===== config.mk =====
export PLATFORM = sky130hd
export DESIGN_NAME = sd_cmd_framer
export DESIGN_NICKNAME = d
export VERILOG_FILES = /design/src/rtl/sd_cmd_framer_pkg.sv /design/src/rtl/sd_cmd_crc_serial.sv /design/src/rtl/sd_cmd_shifter.sv /design/src/rtl/sd_cmd_ctrl.sv /design/src/rtl/sd_cmd_framer.sv
export SDC_FILE = /design/constraint.sdc
export NUM_CORES = 1
export LEC_CHECK = 0
export BUFFER_PORTS_ARGS = -buffer_cell sky130_fd_sc_hd__buf_2
export CELL_PAD_IN_SITES_DETAIL_PLACEMENT = 1
export CELL_PAD_IN_SITES_GLOBAL_PLACEMENT = 1
export CORE_MARGIN = 2
export CORE_UTILIZATION = 40
export CTS_CLUSTER_SIZE = 8
export DETAILED_ROUTE_END_ITERATION = 8
export MAX_ROUTING_LAYER = met4
export PLACE_DENSITY = 0.78
export SYNTH_ARGS = -nofsm -noshare
export SYNTH_HDL_FRONTEND = slang
export SYNTH_HIERARCHICAL = 1
export SYNTH_SLANG_ARGS = --single-unit

===== constraint.sdc =====
create_clock -name clk -period 1.7 [get_ports clk]
set_input_delay 0.34 -clock clk [delete_from_list [all_inputs] [get_ports clk]]
set_output_delay 0.34 -clock clk [all_outputs]
set_load 0.02 [all_outputs]

===== src/rtl/sd_cmd_framer_pkg.sv =====
package sd_cmd_framer_pkg;
  localparam int unsigned CMD_W     = 6;
  localparam int unsigned ARG_W     = 32;
  localparam int unsigned CRC_W     = 7;
  localparam logic [CRC_W-1:0] CRC_POLY = 7'h09; // x^7 + x^3 + 1, top term implied
  localparam int unsigned HDR_W     = 2 + CMD_W + ARG_W;   // bits covered by the CRC
  localparam int unsigned FRAME_W   = HDR_W + CRC_W + 1;   // plus end bit
  localparam int unsigned CNT_W     = $clog2(FRAME_W);

  typedef enum logic {
    FR_IDLE = 1'b0,
    FR_SEND = 1'b1
  } fr_state_e;
endpackage


===== src/rtl/sd_cmd_crc_serial.sv =====
module sd_cmd_crc_serial #(
  parameter int unsigned W = 7,
  parameter logic [W-1:0] POLY = 7'h09
) (
  input  logic         clk,
  input  logic         rst_n,
  input  logic         clear,
  input  logic         step,
  input  logic         din,
  output logic [W-1:0] crc_next
);
  logic [W-1:0] crc_q;
  logic         fb;

  // One division step: feedback is the incoming bit against the top bit.
  assign fb       = din ^ crc_q[W-1];
  assign crc_next = {crc_q[W-2:0], 1'b0} ^ (fb ? POLY : '0);

  always_ff @(posedge clk or negedge rst_n) begin
    if (!rst_n)     crc_q <= '0;
    else if (clear) crc_q <= '0;
    else if (step)  crc_q <= crc_next;
  end
endmodule


===== src/rtl/sd_cmd_shifter.sv =====
module sd_cmd_shifter #(
  parameter int unsigned CMD_W = 6,
  parameter int unsigned ARG_W = 32,
  parameter int unsigned CRC_W = 7,
  localparam int unsigned FRAME_W = 2 + CMD_W + ARG_W + CRC_W + 1
) (
  input  logic             clk,
  input  logic             rst_n,
  input  logic             load,
  input  logic [CMD_W-1:0] cmd,
  input  logic [ARG_W-1:0] arg,
  input  logic             shift,
  input  logic             tail_load,
  input  logic [CRC_W-1:0] crc_in,
  output logic             msb
);
  logic [FRAME_W-1:0] sr_q;
  logic [FRAME_W-1:0] shifted;

  assign shifted = {sr_q[FRAME_W-2:0], 1'b1};

  always_ff @(posedge clk or negedge rst_n) begin
    if (!rst_n) begin
      sr_q <= '1;
    end else if (load) begin
      // CRC slot starts empty; end bit already in place at the bottom.
      sr_q <= {2'b01, cmd, arg, {CRC_W{1'b0}}, 1'b1};
    end else if (shift) begin
      if (tail_load) sr_q <= {crc_in, shifted[FRAME_W-CRC_W-1:0]};
      else           sr_q <= shifted;
    end
  end

  assign msb = sr_q[FRAME_W-1];
endmodule


===== src/rtl/sd_cmd_ctrl.sv =====
module sd_cmd_ctrl
  import sd_cmd_framer_pkg::*;
#(
  parameter int unsigned HDR_LEN   = 40,
  parameter int unsigned FRAME_LEN = 48,
  localparam int unsigned CW = $clog2(FRAME_LEN)
) (
  input  logic clk,
  input  logic rst_n,
  input  logic req_valid,
  input  logic shift_en,
  output logic accept,
  output logic shift,
  output logic in_header,
  output logic tail_load,
  output logic busy,
  output logic done
);
  fr_state_e state_q;
  logic [CW-1:0] cnt_q;
  logic done_q;
  logic last_bit;

  assign busy      = (state_q == FR_SEND);
  assign accept    = (state_q == FR_IDLE) && req_valid;
  assign shift     = busy && shift_en;
  assign in_header = cnt_q < CW'(HDR_LEN);
  assign tail_load = shift && (cnt_q == CW'(HDR_LEN - 1));
  assign last_bit  = cnt_q == CW'(FRAME_LEN - 1);
  assign done      = done_q;

  always_ff @(posedge clk or negedge rst_n) begin
    if (!rst_n) begin
      state_q <= FR_IDLE;
      cnt_q   <= '0;
      done_q  <= 1'b0;
    end else begin
      done_q <= 1'b0;
      unique case (state_q)
        FR_IDLE: begin
          if (accept) begin
            state_q <= FR_SEND;
            cnt_q   <= '0;
          end
        end
        FR_SEND: begin
          if (shift) begin
            if (last_bit) begin
              state_q <= FR_IDLE;
              done_q  <= 1'b1;
              cnt_q   <= '0;
            end else begin
              cnt_q <= cnt_q + 1'b1;
            end
          end
        end
        default: state_q <= FR_IDLE;
      endcase
    end
  end
endmodule


===== src/rtl/sd_cmd_framer.sv =====
module sd_cmd_framer
  import sd_cmd_framer_pkg::*;
#(
  parameter int unsigned CMD_BITS = CMD_W,
  parameter int unsigned ARG_BITS = ARG_W,
  localparam int unsigned HDR_LEN   = 2 + CMD_BITS + ARG_BITS,
  localparam int unsigned FRAME_LEN = HDR_LEN + CRC_W + 1
) (
  input  logic                clk,
  input  logic                rst_n,
  input  logic                req_valid,
  output logic                req_ready,
  input  logic [CMD_BITS-1:0] req_cmd,
  input  logic [ARG_BITS-1:0] req_arg,
  input  logic                shift_en,
  output logic                ser_bit,
  output logic                busy,
  output logic                done
);
  logic accept, shift, in_header, tail_load, msb;
  logic [CRC_W-1:0] crc_next;

  sd_cmd_ctrl #(.HDR_LEN(HDR_LEN), .FRAME_LEN(FRAME_LEN)) u_ctrl (
    .clk(clk), .rst_n(rst_n), .req_valid(req_valid), .shift_en(shift_en),
    .accept(accept), .shift(shift), .in_header(in_header),
    .tail_load(tail_load), .busy(busy), .done(done)
  );

  sd_cmd_shifter #(.CMD_W(CMD_BITS), .ARG_W(ARG_BITS), .CRC_W(CRC_W)) u_shift (
    .clk(clk), .rst_n(rst_n), .load(accept), .cmd(req_cmd), .arg(req_arg),
    .shift(shift), .tail_load(tail_load), .crc_in(crc_next), .msb(msb)
  );

  sd_cmd_crc_serial #(.W(CRC_W), .POLY(CRC_POLY)) u_crc (
    .clk(clk), .rst_n(rst_n), .clear(accept), .step(shift && in_header),
    .din(msb), .crc_next(crc_next)
  );

  assign req_ready = !busy;
  assign ser_bit   = busy ? msb : 1'b1;
endmodule


==> reports/metrics.yaml <==
status:
  outcome: "finished, final reports clean"
synthesis:
  ys_seq_area_share_pct: 53.2
  synthAdderAreaFrac_pct: 0.414
  ys_types: 31
  syn_nets: 322
  ys_warn_count: 6
  muxShareOfSynthArea_pct: 17.9
  synth-async-reset-ratio_pct: 100
  synth-xor-area-share_pct: 1.12
  synth-compound-area-share_pct: 9.59
  synthFlopType: "dfstp_2"
  syn_avg_cell_area_sq_um: 10.8
  ys_ff_latch: 62
  synth_top_family_by_area: "multiplexers"
  synthSimpleGateAreaFrac_pct: 12.2
  synth_area_sq_mm: 0.00303
  postSynthCellCount: 279
  synth_edf_count: 0
sta:
  fmax_mhz: 634
  rsz0062_at_grt: "no"
  min_period_over_period_pct: 92.7
  clock_skew_ps: 6.51
  setup_viol: 0
  tns_ps: 0
  min_period_ps: 1580
  relSlewSlack_pct: 61.8
  hold_viol_final: 0
  whs_ps: 2.85
  setup_ws_ps: 124
  report.final.slew_viol_count: 0
  tightest_slew_ps: 557
critical_path:
  crit_chain: "nand2_2 > inv_4 > nand2_1 > nor4_1 > buf_4 > mux2i_1 > a211oi_1"
  r2r_setup_slack_ps: 120
  cp-end-kind: "flop"
  cp_num_buf_inv: 2
  crit_start: "u_ctrl/busy"
  r2r-end: "u_shift/sr_q[47]"
  critPathMaxFanout: 7
  cp-start-kind: "flop"
  cp_data_required_time_ps: 1940
  worst_ep_arrival_time_ps: 1810
  crit_type: "reg -> reg"
  r2r_cells: 7
  path_delay_family: "simple AND/OR/NAND/NOR gates"
  r2r-start: "u_ctrl/busy"
  cp_slowest_cell: "dfrtp_2"
  cp_slowest_stage_delay_ps: 380
cells_and_area:
  layout_commonest_cell: "mux2i_1"
  layout_common_cells: "54 x mux2i_1, 47 x dfstp_2, 45 x buf_2"
  fin_nets: 364
  post-route-util_pct: 48.8
  layout-drive-gt1-share_pct: 37.7
  final_cell_count_no_fill: 425
  num_antenna_cells: 0
  syn2layout_area_growth_pct: 17.7
  final_area_sq_mm: 0.00356
  fillers: 839
floorplanning:
  io_pins: 46
  dieArea_sq_mm: 0.00828
  die_x_microns: 91.0
  num_rows: 31
  start_util_pct: 41.5
  die_h_microns: 91.0
  core_sq_mm: 0.00729
power:
  power_density_mw_per_mm2: 1300
  p_total_mw: 4.62
  power_leakage_nw: 1.51
  vdd_drop_max_mv: 0.443
global_routing:
  grt_antenna_before_repair: 0
  first_global_vias: 2304
  grt_max_degree: 63
  grt.overflow.total: 0
  grt_first_pass_wirelength_microns: 11200
  gr-usage-all-layers_pct: 17.2
detailed_routing:
  ant_nets: 0
  viasPerCell: 4.97
  drt_iter0_drc: 82
  wire_per_inst_microns: 15.1
  drt_wl_total_microns: 6400
  vias: 2112
  drc: 0
  drt-pass1-iter-count: 4
place:
  place_inst: 407
  dp_slack_ps: 0.123
  portBuffers: 45
  place_area_sq_mm: 0.00331
  hpwl_microns: 4040
  globalplace.congestion: 0.847
clocking:
  root_buffer: "clkbuf_8"
  worstSkewPairLatency_ps: 330
  clk_pin_slew_ps: 70
  cts_buffer_depth: 2
  cts.sinks: 62
  cts_made_buffers: 9
  cts_tree: "done"
  htree_levels: 3
job:
  max-cap-violations: 0
worst_hold_path:
  hold_class: "in -> async"
sequential cells by signal, summed over array words and instances (netlist names):
signal / count
u_ctrl/done: 1
u_ctrl/busy: 1
u_shift/sr_q: 47
u_crc/crc_q: 7
u_ctrl/cnt_q: 6
repair_timing:
action                                  4_1_cts  5_1_grt
hold buffers                                  0        0
endpoints found under the setup margin        0        7
buffers inserted                              0        2
resized for setup                             0        2
cells by family (layout without fill, tap and decap cells):
family          after synthesis  after routing
simple gates                 81             81
flops                        62             62
compound gates               52             52
mux                          54             54
buf+inv                      27             74
xor+xnor                      2              2
fa+ha+maj                     1              1
worst register-to-register path, stage by stage, from the launching register on:
cell      delay [ps]
dfrtp_2          380
nand2_2          100
inv_4            120
nand2_1           80
nor4_1           230
buf_4            230
mux2i_1           90
a211oi_1         270
cell usage after synthesis (2+ instances only):
library cell | n | area, sq um
nand2_1 | 44 | 165
mux2i_1 | 54 | 541
nor3_1 | 2 | 10.0
nand2b_1 | 3 | 18.8
buf_2 | 7 | 35.0
or4_1 | 2 | 15.0
buf_6 | 3 | 33.8
or3b_1 | 5 | 43.8
o211ai_1 | 6 | 45.0
o21ai_0 | 40 | 200
inv_1 | 4 | 15.0
clkbuf_1 | 3 | 11.3
nand3_1 | 2 | 10.0
buf_4 | 10 | 75.1
dfstp_2 | 47 | 1230
nor2_1 | 18 | 67.6
dfrtp_1 | 15 | 375
power breakdown:
group	switching [mW]	internal [mW]	leakage [nW]	total (mW)
Sequential	0.287	2.09	0.675	2.38
Clock	0.563	0.886	0.118	1.45
Combinational	0.383	0.413	0.717	0.796
Total	1.23	3.39	1.51	4.62
worst max path at each step:
stage / end / slack [ps] / depth (start not counted)
after floorplan: u_shift/sr_q[47] / 100 / 7
after detailed placement: u_shift/sr_q[47] / 0.1 / 8
after global placement: u_shift/sr_q[47] / 100 / 8
after CTS: u_shift/sr_q[46] / 2 / 7
final: u_shift/sr_q[47] / 120 / 7
after global routing: u_shift/sr_q[47] / 10 / 6
per-layer routing:
layer | global-route usage [%] | up-vias | share of wire, %
met3 | 4.23 | 4 | 2.8
met2 | 26.3 | 27 | 50
met4 | 4.55 | 0 | 0.38
li1 | - | 1039 | -
met1 | 23.0 | 1042 | 46
met5 | - | - | 0
cell type report:
class,instances,area (sq um),share of cell area [%]
multi-input cells,190,1250,35.0
clock buffers,14,194,5.45
flip-flops and latches,62,1610,45.3
well taps,99,124,3.48
clock inverters,2,35.0,0.984
inverters,4,17.5,0.492
repair buffers,54,330,9.28
Power figures use the tool's default switching activity.
